## src/rtl/otf_pkg.sv

```systemverilog
package otf_pkg;

    // Signed-digit encoding on the dig port
    typedef enum logic [1:0] {
        DG_ZERO  = 2'b00,
        DG_PLUS  = 2'b01,
        DG_RSVD  = 2'b10,
        DG_MINUS = 2'b11
    } digit_e;

    // Sequencer states
    typedef enum logic [1:0] {
        ST_EMPTY = 2'b00,
        ST_FILL  = 2'b01,
        ST_FULL  = 2'b10
    } seq_state_e;

endpackage

```

## src/rtl/otf_digit_dec.sv

```systemverilog
module otf_digit_dec
    import otf_pkg::*;
(
    input  logic [1:0] code,
    output logic       is_pos,
    output logic       is_neg,
    output logic       is_zero,
    output logic       legal
);

    always_comb begin
        is_pos  = 1'b0;
        is_neg  = 1'b0;
        is_zero = 1'b0;
        legal   = 1'b1;
        unique case (digit_e'(code))
            DG_PLUS:  is_pos  = 1'b1;
            DG_MINUS: is_neg  = 1'b1;
            DG_ZERO:  is_zero = 1'b1;
            DG_RSVD:  legal   = 1'b0;
            default:  legal   = 1'b0;
        endcase
    end

endmodule

```

## src/rtl/otf_seq.sv

```systemverilog
module otf_seq
    import otf_pkg::*;
#(
    parameter int N = 16
) (
    input  logic clk,
    input  logic rst_n,
    input  logic clr,
    input  logic dig_vld,
    input  logic legal,
    output logic adv,
    output logic done
);

    localparam int CW = $clog2(N + 1);

    seq_state_e state_q, state_d;
    logic [CW-1:0] cnt_q, cnt_d;
    logic take;
    logic last;

    // Digit qualification and last-digit detection
    always_comb begin
        take = dig_vld && legal && !clr && (state_q != ST_FULL);
        last = (cnt_q == CW'(N - 1));
    end

    // Next-state logic
    always_comb begin
        state_d = state_q;
        cnt_d   = cnt_q;
        if (clr) begin
            state_d = ST_EMPTY;             // T_CLEAR
            cnt_d   = '0;
        end else begin
            unique case (state_q)
                ST_EMPTY: begin
                    if (take) begin
                        state_d = last ? ST_FULL : ST_FILL;  // T_LAST / T_START
                        cnt_d   = cnt_q + CW'(1);
                    end
                end
                ST_FILL: begin
                    if (take) begin
                        state_d = last ? ST_FULL : ST_FILL;  // T_LAST / T_STEP
                        cnt_d   = cnt_q + CW'(1);
                    end
                end
                ST_FULL: begin
                    state_d = ST_FULL;
                end
                default: begin
                    state_d = ST_EMPTY;
                    cnt_d   = '0;
                end
            endcase
        end
    end

    // State register
    always_ff @(posedge clk or negedge rst_n) begin
        if (!rst_n) begin
            state_q <= ST_EMPTY;
            cnt_q   <= '0;
        end else begin
            state_q <= state_d;
            cnt_q   <= cnt_d;
        end
    end

    // Outputs
    always_comb begin
        adv  = 1'b0;
        done = 1'b0;
        unique case (state_q)
            ST_EMPTY: adv = take;
            ST_FILL:  adv = take;
            ST_FULL:  done = 1'b1;
            default: begin
                adv  = 1'b0;
                done = 1'b0;
            end
        endcase
    end

endmodule

```

## src/rtl/otf_lane.sv

```systemverilog
module otf_lane #(
    parameter int W         = 17,
    parameter bit INIT_ONES = 1'b0
) (
    input  logic         clk,
    input  logic         rst_n,
    input  logic         clr,
    input  logic         adv,
    input  logic [W-1:0] src_keep,
    input  logic [W-1:0] src_alt,
    input  logic         use_alt,
    input  logic         app_bit,
    output logic [W-1:0] z
);

    localparam logic [W-1:0] INIT_VAL = INIT_ONES ? {W{1'b1}} : {W{1'b0}};

    logic [W-1:0] picked;
    logic [W-1:0] next_z;

    always_comb begin
        picked = use_alt ? src_alt : src_keep;
        next_z = {picked[W-2:0], app_bit};
    end

    always_ff @(posedge clk or negedge rst_n) begin
        if (!rst_n) begin
            z <= INIT_VAL;
        end else if (clr) begin
            z <= INIT_VAL;
        end else if (adv) begin
            z <= next_z;
        end
    end

endmodule

```

## src/rtl/otf_quot_conv.sv

```systemverilog
module otf_quot_conv
    import otf_pkg::*;
#(
    parameter int N = 16
) (
    input  logic         clk,
    input  logic         rst_n,
    input  logic         clr,
    input  logic         dig_vld,
    input  logic [1:0]   dig,
    output logic         done,
    output logic [N:0]   result,
    output logic [N:0]   res_lo
);

    localparam int W  = N + 1;
    localparam int NL = 2;      // lane 0: exact value, lane 1: value minus one ulp

    logic is_pos, is_neg, is_zero, legal;
    logic adv;
    logic [W-1:0] z_lane [NL];

    otf_digit_dec u_dec (
        .code    (dig),
        .is_pos  (is_pos),
        .is_neg  (is_neg),
        .is_zero (is_zero),
        .legal   (legal)
    );

    otf_seq #(.N(N)) u_seq (
        .clk     (clk),
        .rst_n   (rst_n),
        .clr     (clr),
        .dig_vld (dig_vld),
        .legal   (legal),
        .adv     (adv),
        .done    (done)
    );

    for (genvar g = 0; g < NL; g++) begin : g_lane
        if (g == 0) begin : g_exact
            // -1: take lower candidate, append 1; 0: keep, append 0; +1: keep, append 1
            otf_lane #(.W(W), .INIT_ONES(1'b0)) u_lane (
                .clk      (clk),
                .rst_n    (rst_n),
                .clr      (clr),
                .adv      (adv),
                .src_keep (z_lane[0]),
                .src_alt  (z_lane[1]),
                .use_alt  (is_neg),
                .app_bit  (is_pos | is_neg),
                .z        (z_lane[g])
            );
        end else begin : g_lower
            // -1: keep, append 0; 0: keep, append 1; +1: take exact candidate, append 0
            otf_lane #(.W(W), .INIT_ONES(1'b1)) u_lane (
                .clk      (clk),
                .rst_n    (rst_n),
                .clr      (clr),
                .adv      (adv),
                .src_keep (z_lane[1]),
                .src_alt  (z_lane[0]),
                .use_alt  (is_pos),
                .app_bit  (is_zero),
                .z        (z_lane[g])
            );
        end
    end

    assign result = z_lane[0];
    assign res_lo = z_lane[1];

endmodule

```

## config.mk

```make
export PLATFORM = sky130hd
export DESIGN_NAME = otf_quot_conv
export DESIGN_NICKNAME = d
export VERILOG_FILES = /design/src/rtl/otf_pkg.sv /design/src/rtl/otf_digit_dec.sv /design/src/rtl/otf_seq.sv /design/src/rtl/otf_lane.sv /design/src/rtl/otf_quot_conv.sv
export SDC_FILE = /design/constraint.sdc
export NUM_CORES = 1
export LEC_CHECK = 0
export BUFFER_PORTS_ARGS = -buffer_cell sky130_fd_sc_hd__clkbuf_2
export CORE_MARGIN = 3
export CORE_UTILIZATION = 44
export CTS_BUF_LIST = sky130_fd_sc_hd__clkbuf_4 sky130_fd_sc_hd__clkbuf_8
export CTS_CLUSTER_SIZE = 10
export DETAILED_ROUTE_END_ITERATION = 12
export PLACE_DENSITY_LB_ADDON = 0.12
export SYNTH_ARGS = -nofsm -noshare
export SYNTH_HDL_FRONTEND = slang
export SYNTH_HIERARCHICAL = 1
export SYNTH_SLANG_ARGS = --single-unit
export TNS_END_PERCENT = 50
```

## constraint.sdc

```tcl
create_clock -name clk -period 2 [get_ports clk]
set_input_delay 0.4 -clock clk [delete_from_list [all_inputs] [get_ports clk]]
set_output_delay 0.4 -clock clk [all_outputs]
set_load 0.05 [all_outputs]
```

==> flow_summary.ini <==
[yosys]
async_flop_share_pct = 100
synth_warnings = 6
synth_nets = 179
yosysSeqAreaShare_pct = 49.9
netlist_instances = 171
synth_edf_count = 0
synth-seq-cells = 41
synthFlopType = dfrtp_1
synth_area_per_cell_um2 = 12.3
ys_types = 38
syn_area_um2 = 2100

[place]
dp_slack_ns = 0.171
place_hpwl_um = 2890
dpl_cell_area_um2 = 2320
io_buffers = 40
gp_congestion = 0.741

[floorplanning]
fp-row-count = 24
fp.dieH_um = 75.1
dieWidth_um = 75.1
coreArea_um2 = 4470
num_io_pins = 41
start_util_pct = 47.0
die_area_um2 = 5640

[setup_path]
crit_type = flip-flop to flip-flop
endpoint_kind = flip-flop
worstPathArrival_ns = 1.86
r2r_start = u_seq/state_q[1]
reg2regPathDepth = 4
reg2reg_to = g_lane[1].g_lower.u_lane/z[15]
crit_path_end = g_lane[1].g_lower.u_lane/z[15]
required_ns = 2.21
reg2reg_slack_ns = 0.35
startpoint = u_seq/state_q[1]
crit_path_max_fanout = 16
start_kind = flip-flop

[route]
post_drt_wl_per_cell_um = 16.5
drc = 0
first_pass_iters = 4
routed_wl_um = 4360
viasPerCell = 5.56
vias = 1473
ant_nets = 0
drt-initial-drc-count = 85

[layout]
n_antenna_cell = 0
area_growth_pct = 15.1
layout_common_cells = 40 x clkbuf_2, 33 x mux2i_1, 24 x dfrtp_1
final_area_um2 = 2420
final_layout_size_suffix_gt1_share_pct = 39.4
fin_nets = 220
final_common_cell = clkbuf_2
fillers = 402

[timing]
finalCritPeriodShare_pct = 82.7
fmax_mhz = 605
whs_ns = 0.169
hold_viol = 0
clock_skew_ns = 0.00263
maxSlewHeadroom_pct = 56.5
final-max-slew-violation-count = 0
worst_pin_slew_ns = 0.652
period_minus_slack_ns = 1.65
rsz0062_at_grt = no
setup_slack_ns = 0.346
finalSetupViolCount = 0
setup_tns_ns = 0

[global_routing]
grt_max_degree = 42
antenna_found_initial = 0
grt_usage_pct = 17.1
grt_overflow = 0
grt_pass1_wl_um = 7350
grt_pass1_vias = 1453

[min_path]
min_path_type = primary input to asynchronous set/reset pin

[clock_tree]
post_cts_buffers = 0
cts.clk_slew.worst_paths_ns = 0.08
ctsResizeCount = 0
clkSinkCount = 41
htreeDepth = 2
cts-buffers-inserted = 5
ctsHoldBuffers = 0
cts_tree = built
clock_latency_ns = 0.29
cts_root_buf = clkbuf_8
cts_buffer_depth = 2

[flow_run]
max_cap_violations = 0

[power_and_ir_drop]
p_comb_share_pct = 19.8
power.leakage_nw = 1.09
ir_worst_vdd_v = 0.000484
power.net_switching_mw = 0.571
swShare_pct = 30.2
clkPwrFrac_pct = 31.3
p_per_area_nw_per_um2 = 781
power_frac_seq_pct = 48.9
p_int_mw = 1.32

[run_status]
status = completed
[registers in the layout, summed over array words and instances (netlist names)]
name and count:
u_seq/cnt_q 5, u_seq/state_q 2, g_lane.g_exact.u_lane/z 17, g_lane.g_lower.u_lane/z 17
[layer usage]
metal  wire (um)  GRT usage (%)
met5           0              0
met4          15           4.15
met3         184           4.27
met2        1970           25.7
met1        2200           24.9
[cells by family (layout without fill, tap and decap cells)]
kind of cell             after synthesis  in the layout  synth area share [%]
AO/OA/AOI/OAI                         43             43                  17.2
adder cells (fa/ha/maj)                2              2                  1.19
buffers and inverters                 17             59                  6.55
flip-flops                            41             41                  49.9
multiplexers                          34             34                  16.3
AND/OR/NAND/NOR                       34             34                  8.99
[metrics by stage]
stage / instances / util, % / power, mW
floorplan: 171 / - / 1.23
global placement: 257 / 51.8 / 1.31
detailed placement: 257 / 51.8 / 1.32
CTS: 265 / 54.1 / 1.92
global route: 265 / 54.1 / 1.99
finish: 265 / 54.1 / 1.89
[how the worst min path moves through the flow]
stage | from | to | slack, ns | depth (start not counted)
3_3_place_gp | u_seq/cnt_q[4] | u_seq/cnt_q[4] | 0.47 | 1
3_5_place_dp | rst_n | g_lane[0].g_exact.u_lane/z[7] | 0.50 | 2
4_1_cts | rst_n | g_lane[0].g_exact.u_lane/z[7] | 0.17 | 2
6_report | rst_n | g_lane[0].g_exact.u_lane/z[7] | 0.17 | 2
2_1_floorplan | rst_n | g_lane[0].g_exact.u_lane/z[0] | 0.10 | 0
5_1_grt | rst_n | g_lane[0].g_exact.u_lane/z[7] | 0.20 | 2
[layout make-up]
cell class / count / area, um^2 / area share [%]
clock buffers: 7 / 96.3 / 3.98
clock inverters: 1 / 5.00 / 0.207
inverters: 3 / 13.8 / 0.569
multi-input cells: 113 / 918 / 38.0
flip-flops and latches: 41 / 1050 / 43.3
well taps: 52 / 65.1 / 2.69
repair buffers: 48 / 273 / 11.3
[critical path, stage by stage, from the launching register on]
cell and delay [ns]:
dfrtp_1 0.45, nand4bb_4 0.28, inv_4 0.09, or2_1 0.52, a2bb2oi_1 0.23
[power groups by stage]
stage	combinational [mW]	clock, mW	sequential, mW
after floorplan	0.178	0	1.05
after global placement	0.373	0	0.936
after detailed placement	0.378	0	0.938
after CTS	0.379	0.618	0.923
after global routing	0.404	0.655	0.931
final	0.374	0.592	0.923
[synthesized netlist by cell type, types with 2 or more instances]
cell type,number,area [um^2]
nor2b_1,3,18.8
a2bb2oi_2,2,30.0
a211oi_1,16,120
nor2_1,18,67.6
and3_1,3,18.8
ha_1,2,25.0
nand2b_1,2,12.5
inv_1,2,7.51
buf_6,3,33.8
dfstp_2,17,447
a2bb2oi_1,14,123
a21oi_1,3,15.0
dfrtp_1,24,601
or2_1,2,12.5
buf_8,2,30.0
mux2i_1,33,330
buf_2,4,20.0
Power figures use the tool's default switching activity.
